==> config.mk <==
export PLATFORM = sky130hd
export DESIGN_NAME = srb_master
export DESIGN_NICKNAME = d
export VERILOG_FILES = /design/src/rtl/srb_pkg.sv /design/src/rtl/srb_slot_timer.sv /design/src/rtl/srb_ready_poller.sv /design/src/rtl/srb_frame_shifter.sv /design/src/rtl/srb_master.sv
export SDC_FILE = /design/constraint.sdc
export NUM_CORES = 1
export LEC_CHECK = 0
export ABC_CLOCK_PERIOD_IN_PS = 2600
export BUFFER_PORTS_ARGS = -buffer_cell sky130_fd_sc_hd__buf_2
export CAP_MARGIN = 25
export CORE_UTILIZATION = 55
export DETAILED_ROUTE_END_ITERATION = 10
export PLACE_DENSITY = 0.78
export RECOVER_POWER = 25
export SYNTH_ARGS = -nofsm -noshare
export SYNTH_HDL_FRONTEND = slang
export SYNTH_SLANG_ARGS = --single-unit
export TNS_END_PERCENT = 50
==> constraint.sdc <==
create_clock -name clk -period 2.6 [get_ports clk]
set_input_delay 0.52 -clock clk [delete_from_list [all_inputs] [get_ports clk]]
set_output_delay 0.52 -clock clk [all_outputs]
set_load 0.02 [all_outputs]
==> src/rtl/srb_pkg.sv <==
package srb_pkg;
  typedef enum logic [2:0] {
    ST_IDLE,
    ST_POLL,
    ST_SEND,
    ST_DIR,
    ST_RECV,
    ST_FIN
  } srb_state_e;
endpackage

==> src/rtl/srb_slot_timer.sv <==
// Phase counter for one bit slot: HALF_CYC cycles, then clock low for
// HALF_CYC cycles, then one hold cycle with the clock high.
module srb_slot_timer #(
  parameter int HALF_CYC = 4
) (
  input  logic clk,
  input  logic rst_n,
  input  logic run,
  output logic fall_go,
  output logic rise_go,
  output logic slot_end
);
  localparam int SLOT_LEN = 2 * HALF_CYC + 1;
  localparam int PW       = $clog2(SLOT_LEN + 1);

  logic [PW-1:0] phase_q;

  always_ff @(posedge clk or negedge rst_n) begin
    if (!rst_n) begin
      phase_q <= '0;
    end else if (!run) begin
      phase_q <= '0;
    end else if (phase_q == PW'(SLOT_LEN - 1)) begin
      phase_q <= '0;
    end else begin
      phase_q <= phase_q + 1'b1;
    end
  end

  assign fall_go  = run && (phase_q == PW'(HALF_CYC - 1));
  assign rise_go  = run && (phase_q == PW'(2 * HALF_CYC - 1));
  assign slot_end = run && (phase_q == PW'(SLOT_LEN - 1));
endmodule

==> src/rtl/srb_ready_poller.sv <==
// Polls the remote ready flag at a fixed interval, pulses the remote reset
// after a run of failed polls, and gives up after TRIES reset pulses.
module srb_ready_poller #(
  parameter int POLL_CYC   = 16,
  parameter int POLL_LIMIT = 64,
  parameter int RST_CYC    = 8,
  parameter int TRIES      = 3
) (
  input  logic clk,
  input  logic rst_n,
  input  logic start,
  input  logic active,
  input  logic remote_ready,
  output logic found,
  output logic exhausted,
  output logic remote_rst
);
  localparam int PLW = $clog2(POLL_LIMIT + 1);
  localparam int RCW = $clog2(RST_CYC + 1);
  localparam int TRW = $clog2(TRIES + 1);

  logic           in_rst_q;
  logic [PLW-1:0] polls_q;
  logic [RCW-1:0] rcnt_q;
  logic [TRW-1:0] tries_q;
  logic           at_poll;
  logic           polling;
  logic           fail_now;
  logic           last_fail;
  logic           rst_done;

  assign polling   = active && !in_rst_q;
  assign fail_now  = polling && at_poll && !remote_ready;
  assign last_fail = fail_now && (polls_q == PLW'(POLL_LIMIT - 1));
  assign rst_done  = active && in_rst_q && (rcnt_q == RCW'(RST_CYC - 1));

  // Interval counter: only needed when polls are more than one cycle apart.
  generate
    if (POLL_CYC > 1) begin : g_tick
      localparam int TW = $clog2(POLL_CYC);
      logic [TW-1:0] tick_q;
      always_ff @(posedge clk or negedge rst_n) begin
        if (!rst_n) begin
          tick_q <= '0;
        end else if (start || !polling) begin
          tick_q <= '0;
        end else if ((fail_now && !last_fail) || (tick_q != '0)) begin
          tick_q <= (tick_q == TW'(POLL_CYC - 1)) ? '0 : tick_q + 1'b1;
        end
      end
      assign at_poll = (tick_q == '0);
    end else begin : g_notick
      assign at_poll = 1'b1;
    end
  endgenerate

  always_ff @(posedge clk or negedge rst_n) begin
    if (!rst_n) begin
      in_rst_q <= 1'b0;
      polls_q  <= '0;
      rcnt_q   <= '0;
      tries_q  <= '0;
    end else if (start) begin
      in_rst_q <= 1'b0;
      polls_q  <= '0;
      rcnt_q   <= '0;
      tries_q  <= '0;
    end else if (active) begin
      if (in_rst_q) begin
        if (rst_done) begin
          in_rst_q <= 1'b0;
          rcnt_q   <= '0;
          tries_q  <= tries_q + 1'b1;
        end else begin
          rcnt_q <= rcnt_q + 1'b1;
        end
      end else if (last_fail) begin
        in_rst_q <= 1'b1;
        polls_q  <= '0;
      end else if (fail_now) begin
        polls_q <= polls_q + 1'b1;
      end
    end
  end

  assign found      = polling && at_poll && remote_ready;
  assign exhausted  = rst_done && (tries_q == TRW'(TRIES - 1));
  assign remote_rst = active && in_rst_q;
endmodule

==> src/rtl/srb_frame_shifter.sv <==
// Outgoing frame shift register (MSB first) and incoming capture register.
module srb_frame_shifter #(
  parameter int DATA_W = 32,
  parameter int ADDR_W = 3
) (
  input  logic              clk,
  input  logic              rst_n,
  input  logic              load,
  input  logic              load_write,
  input  logic [ADDR_W-1:0] load_addr,
  input  logic [DATA_W-1:0] load_data,
  input  logic              shift,
  input  logic              capture,
  input  logic              din,
  output logic              cur_bit,
  output logic              next_bit,
  output logic              tx_last,
  output logic              rx_last,
  output logic [DATA_W-1:0] rx_data
);
  localparam int FW  = DATA_W + ADDR_W;
  localparam int CW  = $clog2(FW + 1);
  localparam int RXW = $clog2(DATA_W + 1);

  logic [FW-1:0]     tx_sr_q;
  logic [CW-1:0]     tx_cnt_q;
  logic [DATA_W-1:0] rx_sr_q;
  logic [RXW-1:0]    rx_cnt_q;

  always_ff @(posedge clk or negedge rst_n) begin
    if (!rst_n) begin
      tx_sr_q  <= '0;
      tx_cnt_q <= '0;
      rx_sr_q  <= '0;
      rx_cnt_q <= '0;
    end else if (load) begin
      // A write frame is data then address; a read frame is the address
      // alone, left-aligned so that the MSB leaves first in both cases.
      tx_sr_q  <= load_write ? {load_data, load_addr} : {load_addr, {DATA_W{1'b0}}};
      tx_cnt_q <= load_write ? CW'(FW) : CW'(ADDR_W);
      rx_sr_q  <= '0;
      rx_cnt_q <= RXW'(DATA_W);
    end else begin
      if (shift) begin
        tx_sr_q  <= {tx_sr_q[FW-2:0], 1'b0};
        tx_cnt_q <= tx_cnt_q - 1'b1;
      end
      if (capture) begin
        rx_sr_q  <= {rx_sr_q[DATA_W-2:0], din};
        rx_cnt_q <= rx_cnt_q - 1'b1;
      end
    end
  end

  assign cur_bit  = tx_sr_q[FW-1];
  assign next_bit = tx_sr_q[FW-2];
  assign tx_last  = (tx_cnt_q == CW'(1));
  assign rx_last  = (rx_cnt_q == RXW'(1));
  assign rx_data  = rx_sr_q;
endmodule

==> src/rtl/srb_master.sv <==
module srb_master
  import srb_pkg::*;
#(
  parameter int HALF_CYC   = 4,
  parameter int POLL_CYC   = 16,
  parameter int POLL_LIMIT = 64,
  parameter int RST_CYC    = 8,
  parameter int TRIES      = 3,
  parameter int DATA_W     = 32,
  parameter int ADDR_W     = 3
) (
  input  logic              clk,
  input  logic              rst_n,
  input  logic              req_valid,
  output logic              req_ready,
  input  logic              req_write,
  input  logic [ADDR_W-1:0] req_addr,
  input  logic [DATA_W-1:0] req_wdata,
  output logic              rsp_valid,
  output logic              rsp_timeout,
  output logic [DATA_W-1:0] rsp_rdata,
  output logic              busy,
  output logic              link_en,
  output logic              link_clk,
  output logic              link_dout,
  input  logic              link_din,
  input  logic              remote_ready,
  output logic              remote_rst
);
  srb_state_e state_q;
  logic       en_q, clk_q, dout_q, wr_q, to_q;
  logic       accept, in_frame;
  logic       fall_go, rise_go, slot_end;
  logic       found, exhausted;
  logic       cur_bit, next_bit, tx_last, rx_last;

  assign req_ready = (state_q == ST_IDLE);
  assign accept    = req_valid && req_ready;
  assign in_frame  = (state_q == ST_SEND) || (state_q == ST_DIR) || (state_q == ST_RECV);

  srb_slot_timer #(.HALF_CYC(HALF_CYC)) u_timer (
    .clk      (clk),
    .rst_n    (rst_n),
    .run      (in_frame),
    .fall_go  (fall_go),
    .rise_go  (rise_go),
    .slot_end (slot_end)
  );

  srb_ready_poller #(
    .POLL_CYC   (POLL_CYC),
    .POLL_LIMIT (POLL_LIMIT),
    .RST_CYC    (RST_CYC),
    .TRIES      (TRIES)
  ) u_poller (
    .clk          (clk),
    .rst_n        (rst_n),
    .start        (accept),
    .active       (state_q == ST_POLL),
    .remote_ready (remote_ready),
    .found        (found),
    .exhausted    (exhausted),
    .remote_rst   (remote_rst)
  );

  srb_frame_shifter #(.DATA_W(DATA_W), .ADDR_W(ADDR_W)) u_shift (
    .clk        (clk),
    .rst_n      (rst_n),
    .load       (accept),
    .load_write (req_write),
    .load_addr  (req_addr),
    .load_data  (req_wdata),
    .shift      ((state_q == ST_SEND) && slot_end),
    .capture    ((state_q == ST_RECV) && slot_end),
    .din        (link_din),
    .cur_bit    (cur_bit),
    .next_bit   (next_bit),
    .tx_last    (tx_last),
    .rx_last    (rx_last),
    .rx_data    (rsp_rdata)
  );

  always_ff @(posedge clk or negedge rst_n) begin
    if (!rst_n) begin
      state_q <= ST_IDLE;
      en_q    <= 1'b0;
      clk_q   <= 1'b0;
      dout_q  <= 1'b0;
      wr_q    <= 1'b0;
      to_q    <= 1'b0;
    end else begin
      case (state_q)
        ST_IDLE: begin
          if (accept) begin
            state_q <= ST_POLL;
            wr_q    <= req_write;
            to_q    <= 1'b0;
          end
        end
        ST_POLL: begin
          if (found) begin
            state_q <= ST_SEND;
            en_q    <= 1'b1;
            dout_q  <= cur_bit;
          end else if (exhausted) begin
            state_q <= ST_FIN;
            to_q    <= 1'b1;
          end
        end
        ST_SEND, ST_DIR, ST_RECV: begin
          if (fall_go) clk_q <= 1'b0;
          if (rise_go) clk_q <= 1'b1;
          if (slot_end) begin
            case (state_q)
              ST_SEND: begin
                if (tx_last) begin
                  state_q <= ST_DIR;
                  en_q    <= 1'b0;
                  dout_q  <= wr_q;
                end else begin
                  dout_q <= next_bit;
                end
              end
              ST_DIR: begin
                dout_q  <= 1'b0;
                state_q <= wr_q ? ST_FIN : ST_RECV;
              end
              default: begin
                if (rx_last) state_q <= ST_FIN;
              end
            endcase
          end
        end
        ST_FIN: begin
          state_q <= ST_IDLE;
          en_q    <= 1'b0;
          clk_q   <= 1'b0;
          dout_q  <= 1'b0;
        end
        default: state_q <= ST_IDLE;
      endcase
    end
  end

  assign busy        = (state_q != ST_IDLE);
  assign rsp_valid   = (state_q == ST_FIN);
  assign rsp_timeout = to_q;
  assign link_en     = en_q;
  assign link_clk    = clk_q;
  assign link_dout   = dout_q;
endmodule

==> run summary, run 1 <==
The run finished, with violations left. The final reports fail on DRC. For the via count of the first global-routing pass, the log shows 3,876. The effective utilization at floorplan was 0.571; the total I/O pin count was 81. Clock skew on the completed layout was measured at 0.00725 ns.

The final global-route overflow total was 0; the mean cell area of the mapped netlist was 9.80 sq um. The wire length of the first global-routing pass came out at 17,900 um. The tools report the worst hold endpoint as u_shift.rx_data[0]. The post-layout minimum cycle time was 2.34 ns. For this run, the leading register cell type out of synthesis is sky130_fd_sc_hd__dfrtp_1. The floorplan row count is 34.

The post-DP HPWL was 6970 um; the clock latency reported for the late side of the worst-skew pair was 0.36 ns. The worst-case headroom to the max-slew limit is 0.158. On the final layout, the worst hold slack is 0.390 ns. At the placement stage, the worst setup path has a slack of 0.369 ns.

After the last flow step, the layout net total stands at 635. The area growth from synthesis to layout is 13.9%. For the worst setup path, the data arrival time is 1.82 ns. The area of the core is 8810 sq um, and the number of instances in the synthesized netlist is 513. The path class of the tightest hold or removal check is input pin to register. The fraction of final layout cells with drive strength greater than 1 works out to 0.201. Gates resized during post-CTS repair numbered 0. The capturing element type of the critical path was a primary output. Summed over all cells, the static leakage comes to 2.86 nW. The logs give 5030 sq um for the netlist area before placement and 4.78 mW for the sum of internal, switching and leakage power.

The final weighted congestion in routability-driven placement is 0.880, and the clock transition at the registers of the reported paths is 0.10 ns. Final number of max-transition violations: 0. The routed layout has 4,025 vias.

Based on the critical path, the design can be clocked at up to 426 MHz. In this run, synthesis produced a sequential element count of 109. The worst-case register-to-register setup slack was 0.33 ns; the first-iteration detailed-routing DRC count was 162. The Yosys step of the flow raised 0 warnings.

The average wire per cell in the routed design is 14.9 um, and the clock tree buffer depth is 2. In this run the critical register-to-register path is launched from u_poller.g_tick.tick_q[0]. For the hold violation count in the final report, the log shows 0.

The run gives 0 as the number of diodes added for antenna fixing. The number of buffers added to fix hold violations after cts was 0; the height of the chip was 97.6 um. The setup TNS was 0 ns; the total routing usage reported by global routing was 0.230. Post-CTS setup buffer count: 0. The worst setup path is of the register to primary output kind. Number of antenna violations at the first check in global routing: 0. The run gives 3 as the H-tree level count. The pin slew with the least headroom to its limit was 1.26 ns. TritonCTS built the clock tree. In this run the power density over the cells is 834 nW/um^2. Setup repair after global routing left no endpoint under its margin. The post-synth net total is 565, and the area of the die is 9530 sq um. The synthesized netlist contains 55 unique library cells. For this run, design rule violations remaining after detail routing come to 8. The tools report the max-cap violation count as 0. The root buffer cell chosen for the clock tree is sky130_fd_sc_hd__clkbuf_8. The register area share after synthesis was 0.542. Endpoint of the worst-slack reg-to-reg timing path: link_dout. Using the TritonRoute via totals, the vias-per-cell ratio works out to 5.78. The length of the first detailed-routing pass in iterations is 7. The sink count of the clock tree came out at 109.

Once detail routing completed, the nets flagged for antenna violations numbered 0. The async set-reset flop share out of synthesis is 1.00. From left edge to right edge, the die measures 97.6 um. The count of input and output buffers is 80.

The depth of the worst hold-timing path works out to 2. VDD sags by at most 0.000425 V. The largest net degree at the start of global routing is 53, and the total clock buffers created by CTS is 9.

At the worst endpoint, the required time is 2.08 ns. The final clock period utilization by the worst path came out at 0.902. The tools report the final number of setup-violating endpoints as 0. In this run the worst path has a maximum fanout of 14.

The setup slack of the critical path after layout was 0.255 ns; the total detailed-routing wirelength was 10,400 um. In this run, synthesis inferred 0 flip-flops with an integrated enable. STA classifies the critical path startpoint as a register. In this run the most critical hold path is launched from link_din. Worst reg-to-reg path cell count: 7.
==> stage by stage <==
stage          instances  area, sq um  utilization
2_1_floorplan        513         5030            -
6_report             696         5730        0.651
5_1_grt              696         5730        0.651
3_5_place_dp         680         5550        0.631
4_1_cts              696         5750        0.653
3_3_place_gp         680         5550        0.631
==> worst max-delay path, stage by stage (launching register included) <==
cell                      delay, ns
sky130_fd_sc_hd__dfrtp_1       0.64
sky130_fd_sc_hd__nor3b_2       0.24
sky130_fd_sc_hd__buf_4         0.16
sky130_fd_sc_hd__and2_1        0.23
sky130_fd_sc_hd__buf_2         0.20
==> layer usage <==
layer	part of all wire	GRT usage	up-vias
li1	-	-	1947
met1	0.45	0.306	1961
met2	0.49	0.379	99
met3	0.048	0.0568	18
met4	0.012	0.0606	0
met5	0	0	-
==> synth_stat cells, drive strengths merged, types with 2 or more instances <==
library cell,instances,area (sq um)
clkbuf,19,71.3
a211oi,3,22.5
nand2b,2,12.5
nor3b,4,35.0
a21o,2,15.0
o311a,2,20.0
nand4,2,12.5
dfrtp,109,2730
a21oi,47,235
buf,14,66.3
mux2i,4,40.0
nand3,12,60.1
nor2b,3,18.8
nor3,10,66.3
inv,16,60.1
ha,11,138
a22o,32,280
and2,2,12.5
o21ai,13,65.1
nor2,30,118
xnor2,4,35.0
xor2,11,96.3
or3,3,23.8
a31oi,37,231
nand2,97,364
or3b,2,17.5
==> flip-flops by register name, indices dropped and copies added (netlist names) <==
register	cells
u_poller.tries_q	2
u_poller.g_tick.tick_q	4
rsp_timeout	1
link_clk	1
u_poller.rcnt_q	4
state_q	3
u_shift.tx_cnt_q	6
u_shift.tx_sr_q	35
u_shift.rx_cnt_q	6
link_dout	1
link_en	1
u_shift.rx_data	32
u_timer.phase_q	4
u_poller.polls_q	7
wr_q	1
u_poller.in_rst_q	1
==> power by group <==
| part | switching [mW] | internal, mW |
|---|---|---|
| combinational | 0.801 | 0.586 |
| clock | 0.589 | 0.414 |
| sequential | 0.307 | 2.08 |
==> placed cells by master (no fill, tap or decap), types with 10 or more instances in the layout <==
cell type	n
sky130_fd_sc_hd__a22o_1	32
sky130_fd_sc_hd__nand3_1	12
sky130_fd_sc_hd__inv_1	16
sky130_fd_sc_hd__a31oi_1	37
sky130_fd_sc_hd__nor2_1	28
sky130_fd_sc_hd__xor2_1	11
sky130_fd_sc_hd__ha_1	11
sky130_fd_sc_hd__nand2_1	96
sky130_fd_sc_hd__buf_4	10
sky130_fd_sc_hd__dfrtp_1	109
sky130_fd_sc_hd__clkbuf_8	11
sky130_fd_sc_hd__buf_2	79
sky130_fd_sc_hd__a21oi_1	47
==> layout make-up <==
class | count | area (sq um)
fill | 720 | 3080
tap | 108 | 135
sequential | 109 | 2730
timing repair buffer | 92 | 500
clock buffer | 11 | 151
clock inverter | 5 | 42.5
multi-input combinational | 355 | 2110
inverter | 16 | 60.1
==> cell families after synthesis <==
logic type      count (synthesis)  share of synthesized area
simple gates                  175                      0.160
compound gates                149                      0.195
flops                         109                      0.542
buf+inv                        49                     0.0393
xor+xnor                       15                     0.0261
fa+ha+maj                      11                     0.0274
mux                             5                     0.0102
==> how the worst max path moves through the flow <==
stage | to | start | cells past startpoint | slack, ns
final | remote_rst | state_q[0] | 4 | 0.26
after global placement | link_dout | u_poller.g_tick.tick_q[0] | 7 | 0.45
after global routing | link_dout | u_poller.g_tick.tick_q[0] | 7 | 0.10
after detailed placement | link_dout | u_poller.g_tick.tick_q[0] | 7 | 0.37
after CTS | remote_rst | state_q[0] | 4 | 0.25
after floorplan | state_q[0] | state_q[2] | 6 | 0.47
Note: power is estimated with default switching activity, not from simulation.
==> inputs of run 2 (changes only) <==
Settings changed: CORE_UTILIZATION 55 to 39, PLACE_DENSITY 0.78 to not set, SYNTH_HIERARCHICAL set to 1.
==> run 2 against run 1 <==
Net effect: the flow finishes with violations (capacitance limit, slew limit); maximum frequency is 1.6% lower; clock power is 33% higher; combinational power hardly changed; critical path depth is 5 higher; core utilization is 17 points lower; setup slack worse by 0.039 ns; non-clock buffer count is 11 higher; final cell count is 13% higher; sequential share of layout area is 5.4 points lower; count of clock-buffer cells in the layout stayed put; synthesized cell count is 1.8% higher; die area is 51% higher; highest routed layer unchanged.
==> run summary, run 2 <==
The count of input and output buffers was 80 (unchanged); the critical path data arrival time was 2.66 ns (+0.84 ns). The area of the core was 13,400 sq um (+52%); the effective utilization at floorplan was 0.406 (-0.165). The total of flip-flops plus latches after synthesis is 109 (unchanged). STA classifies the critical path endpoint as a register. The maximum fanout along the worst path was 8 (-6). The hold violation count in the final report was 0 (unchanged); the via count was 4,048 (+0.57%). Post-layout minimum cycle time: 2.38 ns (+0.0385 ns).

The number of warnings issued by yosys is 6 (+6). The flip-flop cell with the highest count after synthesis is sky130_fd_sc_hd__dfrtp_1. The final worst clock skew came out at 0.00726 ns (+0.0000115 ns).

The async set-reset flop share out of synthesis came out at 1.00 (unchanged). For the floorplan row count, the log shows 42 (+24%). The logs give 7920 um (+14%) for the post-DP HPWL and 3 (unchanged) for the H-tree level count. The maximum clock frequency came out at 420 MHz (-1.6%). Class of the tightest hold or removal check: input pin to register. The critical path goes through nor2_1 > a21oi_1 > inv_1 > nor3b_4 > nand2_1 > nor3_2 > nand2_1 > or4_1 > a21oi_1. Leaving out fill and tap cells, the most frequent cells in the layout are 109 x sky130_fd_sc_hd__dfrtp_1, 79 x sky130_fd_sc_hd__buf_2, 73 x sky130_fd_sc_hd__mux2i_1. The final number of max-transition violations is 37 (+37). Worst-case register-to-register setup slack: 0.22 ns (-0.11 ns).

In this run the clock root is driven by a sky130_fd_sc_hd__clkbuf_16. The logs give 2 (unchanged) for the clock tree buffer depth and 0.502 (-0.0406) for the register area share after synthesis. The netlist area before placement was 5440 sq um (+8.1%).

The final clock period utilization by the worst path is 0.917 (+0.0148), and the number of diodes added for antenna fixing is 0 (unchanged). The final number of setup-violating endpoints was 0 (unchanged); the flip-flop count of the largest register after layout was 35 (unchanged). The run gives 109 (unchanged) as the sink count of the clock tree. The clock latency reported for the late side of the worst-skew pair was 0.35 ns (about the same). The tools report the total detailed-routing wirelength as 11,300 um (+8.7%). The register ranked first by flip-flop count was u_shift/tx_sr_q. The required time reported for the critical path endpoint was 2.88 ns (+0.80 ns); the peak supply drop was 0.000588 V (+38%). The most common cell after layout, fill and taps aside is sky130_fd_sc_hd__dfrtp_1. The synthesis-to-finish area growth was 18.8%; the standby leakage power was 2.75 nW (-3.6%). For the total clock buffers created by CTS, the log shows 9 (unchanged).

The average vias per placed instance is 5.14 (-11%), and the fraction of final layout cells with drive strength greater than 1 is 0.224 (+0.0232). The delay of the slowest cell on the worst path is 0.46 ns (-0.18 ns), and the number of distinct library cells after synthesis is 65 (+18%). The die width was 120 um (+23%); the length of the first detailed-routing pass in iterations was 4 (-3).

The run gives 0 (unchanged) as the number of antenna violations at the first check in global routing. The share of the core filled with cells came out at 0.482 (-0.169). The mean cell area of the mapped netlist was 10.4 sq um (+6.2%); the final weighted congestion in routability-driven placement was 0.855 (-2.9%).

The average wire per cell in the routed design came out at 14.3 um (-4.0%). The total routing usage reported by global routing is 0.169 (-0.0613), and the cell count after placement is 772 (+14%). By count the netlist is led by 109 x sky130_fd_sc_hd__dfrtp_1, 73 x sky130_fd_sc_hd__mux2i_1, 53 x sky130_fd_sc_hd__nor2_1.

The worst setup path is launched from a register. For the number of fill cells in the layout, the log shows 1,277 (+77%). The layout net count came out at 660 (+3.9%). The slowest stage of the critical path is the sky130_fd_sc_hd__dfrtp_1 cell. The final global-route overflow total was 0 (unchanged); the number of instances in the synthesized netlist was 522 (+1.8%). Cell with the most instances after synthesis: sky130_fd_sc_hd__dfrtp_1. For the number of design rule violations left after detail routing, the log shows 0 (-8).

The final reports fail on capacitance limit, slew limit. The area of the die was 14,400 sq um (+51%). Via count of the first global-routing pass: 4,007 (+3.4%). The critical setup path kind was register to register.

The flow ran to the end, but the final reports show violations. The sum of internal, switching and leakage power is 5.10 mW (+6.7%). The number of enable flip-flop cells after synthesis came out at 0 (unchanged). The post-synth net total is 575 (+1.8%), and the number of buffers added to fix hold violations after cts is 0 (unchanged). The clock transition at the registers of the reported paths is 0.07 ns (-0.03 ns), and the height of the chip is 120 um (+23%). Pin slew with the least headroom to its limit: 2.15 ns (+0.889 ns).

The run gives 258 (+59%) as the first-iteration detailed-routing DRC count. After synthesis, the cell types taking the most area are sky130_fd_sc_hd__dfrtp_1 50%, sky130_fd_sc_hd__mux2i_1 13%, sky130_fd_sc_hd__nor2_1 3.7%, sky130_fd_sc_hd__nand2_1 3.4%, sky130_fd_sc_hd__o21ai_0 3.0%. TritonCTS built the clock tree.

Top cell type's share of synthesized area: 0.502 (-0.0406). sky130_fd_sc_hd__dfrtp_1 takes more of the synthesized area than any other cell. The largest net degree at the start of global routing is 42 (-21%). The tools report the max-cap violation count as 1 (+1). The tools report the wire length of the first global-routing pass as 19,500 um (+8.8%).

The logs give 81 (unchanged) for the total I/O pin count and -0.434 (-0.593) for the worst-case headroom to the max-slew limit. The remaining number of nets flagged by the antenna check after routing is 0 (unchanged). The run gives 788 (+13%) as the non-filler instance count after layout. Power density over the cells: 790 nW/um^2 (-5.3%).
==> run 2: changes by cell type in the layout (fill, tap and decap cells not counted), sizes merged, moves of 23 or more <==
cell and change:
nor2 +23, a31oi -31, mux2i +69, a21oi -30, o21ai +24, nand2 -47, a22o -32
==> run 2: timing repair <==
item	CTS	global route
resized for setup	0	1
buffers inserted	0	0
endpoints found under the hold margin	0	0
setup endpoints to repair	0	1
==> run 2: metal layers <==
metal,vias to the layer above,global-route usage,wire length (um)
met4,0,0.0383,100
met1,1976,0.226,5370
met3,9,0.0490,551
li1,1986,-,-
met5,-,0,0
met2,77,0.270,5290
==> run 2: path summary, 6_finish.rpt <==
kind                                        endpoint  cells after the start    startpoint
setup / recovery                 u_shift/rx_cnt_q[4]                      9    state_q[1]
hold / removal                    u_shift/tx_sr_q[9]                      3  req_wdata[6]
setup reg to reg                 u_shift/rx_cnt_q[4]                      9    state_q[1]
hold reg to reg                             link_clk                      1      link_clk
max in group asynchronous        u_shift/rx_data[30]                      1         rst_n
min in group asynchronous  u_poller/g_tick.tick_q[3]                      1         rst_n
==> run 2: cell families after synthesis <==
logic type,after synthesis,share of synthesized area
compound gates,88,0.104
xor+xnor,10,0.0161
fa+ha+maj,12,0.0276
buf+inv,52,0.0417
flops,109,0.502
mux,77,0.143
simple gates,174,0.166
==> run 2: cell type report <==
class | instances | area (sq um) | area share
well taps | 176 | 220 | 0.0341
clock buffers | 11 | 243 | 0.0376
flip-flops and latches | 109 | 2730 | 0.422
inverters | 23 | 86.3 | 0.0134
repair buffers | 103 | 622 | 0.0963
multi-input cells | 361 | 2510 | 0.389
clock inverters | 5 | 43.8 | 0.00678
==> run 2: critical path: cells and delay by family, from the launching register on <==
| kind | cells | cell delay [ns] |
|---|---|---|
| AND/OR/NAND/NOR | 6 | 1.52 |
| flip-flops | 1 | 0.46 |
| AO/OA/AOI/OAI | 2 | 0.26 |
| buffers and inverters | 1 | 0.08 |
==> run 2: metrics by stage <==
stage	cell area [sq um]	setup TNS [ns]	hold WS [ns]	worst slack [ns]
after floorplan	5450	0	0.224	0.000607
after global placement	6170	0	0.487	0.344
after detailed placement	6170	0	0.473	0.252
after CTS	6450	0	0.152	0.235
after global routing	6460	-0.0238	0.366	-0.0238
final	6460	0	0.372	0.217
==> run 2: power by group <==
part / leakage [nW] / switching [mW] / internal [mW]
logic: 1.33 / 0.811 / 0.572
registers: 1.29 / 0.312 / 2.08
clock network: 0.140 / 0.637 / 0.691
==> inputs of run 3 (changes only) <==
Settings changed: CORE_MARGIN set to 4, RECOVER_POWER 25 to 100.
==> run 3 against run 2 <==
Net effect: the flow still finishes with violations (capacitance limit, slew limit); first-iteration DRC count increased by 21%; clock skew increased by 0.0029 ns; global-route usage shrank 2.0 points.
==> run summary, run 3 (synthesized netlist as in run 2, its figures left out) <==
The run gives 39 (-7.1%) as the largest net degree at the start of global routing. The critical path data arrival time is 2.65 ns (about the same). The logs give 0.795 (-7.0%) for the final weighted congestion in routability-driven placement and 770 (-0.26%) for the cell count after placement.

For the H-tree level count, the log shows 3 (unchanged). The root buffer cell chosen for the clock tree is sky130_fd_sc_hd__clkbuf_16. The total clock buffers created by CTS was 9 (unchanged). TritonCTS built the clock tree. The peak supply drop came out at 0.000779 V (+33%). The register ranked first by flip-flop count was u_shift/tx_sr_q.

Relative to the synthesized area, the layout overhead comes to 17.2%. The worst reg-to-reg path cell count works out to 8 (-1). For the clock tree buffer depth, the log shows 2 (unchanged).

The floorplan row count was 42 (unchanged); the wire length of the first global-routing pass was 19,600 um (+0.85%). The tools report the total I/O pin count as 81 (unchanged). The run gives 0.404 (-0.00158) as the effective utilization at floorplan. Post-layout minimum cycle time: 2.41 ns (+0.0225 ns). The final worst clock skew is 0.0102 ns (+0.00292 ns), and the maximum clock frequency is 416 MHz (-0.93%).

The remaining number of nets flagged by the antenna check after routing is 0 (unchanged). The critical setup path kind is register to register. The tools report the final global-route overflow total as 0 (unchanged). The worst hold path begins at req_wdata[23].

The number of antenna violations at the first check in global routing is 0 (unchanged). For the non-filler instance count after layout, the log shows 786 (-0.25%). The share of the core filled with cells came out at 0.473 (-0.00858). The library cell used most frequently in the layout, excluding fill and tap cells, is sky130_fd_sc_hd__dfrtp_1.

The tools report the length of the first detailed-routing pass in iterations as 4 (unchanged). The tools report the via count of the first global-routing pass as 4,103 (+2.4%). The standby leakage power was 2.61 nW (-5.3%); the average vias per placed instance was 5.07 (-1.3%). The area of the core is 13,500 sq um (+0.39%), and the clock latency reported for the late side of the worst-skew pair is 0.35 ns (about the same). The layout net count was 658 (-0.30%); the maximum fanout along the worst path was 6 (-2). The tools report the number of design rule violations left after detail routing as 0 (unchanged). Sink count of the clock tree: 109 (unchanged). The final reports fail on capacitance limit, slew limit. The final clock period utilization by the worst path was 0.925 (+0.00865).

The flip-flop count of the largest register after layout was 35 (unchanged). Total detailed-routing wirelength: 11,400 um (+0.80%). The source of the worst register-to-register timing path is state_q[1]. Height of the chip: 126 um (+5.0%).

The pin slew with the least headroom to its limit is 1.99 ns (-0.165 ns). The top cell types in the final layout, fill and taps aside, are 109 x sky130_fd_sc_hd__dfrtp_1, 73 x sky130_fd_sc_hd__mux2i_1, 52 x sky130_fd_sc_hd__nor2_1. Max-cap violation count: 1 (unchanged). The depth of the worst hold-timing path works out to 3 (unchanged). The fraction of final layout cells with drive strength greater than 1 works out to 0.151 (-0.0730). Area of the die: 15,900 sq um (+10%). The tools report the sum of internal, switching and leakage power as 5.10 mW (about the same). The run gives 0 (unchanged) as the number of diodes added for antenna fixing.

The clock transition at the registers of the reported paths was 0.07 ns (about the same). The worst-case register-to-register setup slack was 0.19 ns (-0.02 ns). Setup repair after global routing left no endpoint under its margin. The average wire per cell in the routed design was 14.5 um (+1.1%); the total routing usage reported by global routing was 0.149 (-0.0201).

The logs give 0 (unchanged) for the number of buffers added to fix hold violations after cts and 0 ns (unchanged) for the setup TNS. The power density over the cells is 801 nW/um^2 (+1.4%), and the first-iteration detailed-routing DRC count is 312 (+21%). Post-DP HPWL: 8160 um (+2.9%).

STA classifies the critical path startpoint as a register. The class of the tightest hold or removal check is input pin to register. The final number of setup-violating endpoints is 0 (unchanged).

The run gives 0.368 ns (-0.00367 ns) as the post-route worst hold slack. The count of input and output buffers is 80 (unchanged). The die width works out to 126 um (+5.0%). The final number of max-transition violations was 34 (-8.1%); the required time reported for the critical path endpoint was 2.84 ns (-0.04 ns). The run finished, with violations left. The worst-case headroom to the max-slew limit came out at -0.324 (+0.110). The capturing element type of the critical path was a register. Endpoint of the worst-slack reg-to-reg timing path: u_shift/tx_cnt_q[5]. The worst hold path terminates at u_shift/tx_sr_q[26]. Via count: 3,984 (-1.6%). The run gives 0 (unchanged) as the hold violation count in the final report.
[run 3: cell count changes in the layout (fill, tap and decap cells not counted), sizes merged]
| cell | before | now |
|---|---|---|
| buf | 102 | 57 |
| clkinv | 2 | 3 |
| clkbuf | 12 | 54 |
| inv | 25 | 24 |
| bufinv | 0 | 1 |
[run 3: worst max-delay path by stage]
stage,startpoint,endpoint,cells past startpoint
CTS,state_q[1],u_shift/rx_cnt_q[4],9
floorplan,state_q[2],u_shift/rx_cnt_q[4],13
global route,rst_n,u_shift/rx_data[6],2
global placement,state_q[0],link_dout,9
finish,state_q[1],u_shift/tx_cnt_q[5],8
detailed placement,state_q[0],link_dout,9
[run 3: worst max-delay path, stage by stage (launching register included)]
cell                      delay, ns
sky130_fd_sc_hd__dfrtp_1       0.46
sky130_fd_sc_hd__nor2_1        0.19
sky130_fd_sc_hd__a21oi_1       0.14
sky130_fd_sc_hd__inv_1         0.09
sky130_fd_sc_hd__nor3b_4       0.24
sky130_fd_sc_hd__nor3b_2       0.40
sky130_fd_sc_hd__nor3b_1       0.33
sky130_fd_sc_hd__a21oi_1       0.12
sky130_fd_sc_hd__a311o_1       0.32
[run 3: stage by stage]
stage | area [sq um] | setup slack, ns
2_1_floorplan | 5450 | 0.000607
3_3_place_gp | 6140 | 0.184
3_5_place_dp | 6140 | 0.118
4_1_cts | 6440 | 0.0840
5_1_grt | 6370 | 0.0197
6_report | 6370 | 0.194
[run 3: what timing repair did]
item,4_1_cts,5_1_grt
buffers inserted,0,0
resized for setup,0,2
endpoints found under the setup margin,0,3
[run 3: power breakdown]
group | switching [mW] | leakage [nW] | internal (mW)
clock | 0.626 | 0.145 | 0.756
combinational | 0.814 | 1.17 | 0.495
sequential | 0.329 | 1.29 | 2.08
total | 1.77 | 2.61 | 3.33
[run 3: metal layers]
metal / vias to the layer above / track usage / share of wire
met3: 12 / 0.0470 / 0.046
met4: 0 / 0.0442 / 0.014
met2: 62 / 0.245 / 0.49
met1: 1924 / 0.189 / 0.45
li1: 1986 / - / -
met5: - / 0 / 0
[run 3: layout make-up]
| type | instances | area (sq um) |
|---|---|---|
| fill | 1310 | 7090 |
| sequential | 109 | 2730 |
| multi-input combinational | 361 | 2500 |
| timing repair buffer | 101 | 531 |
| clock buffer | 10 | 229 |
| tap | 176 | 220 |
| inverter | 23 | 86.3 |
| clock inverter | 6 | 71.3 |
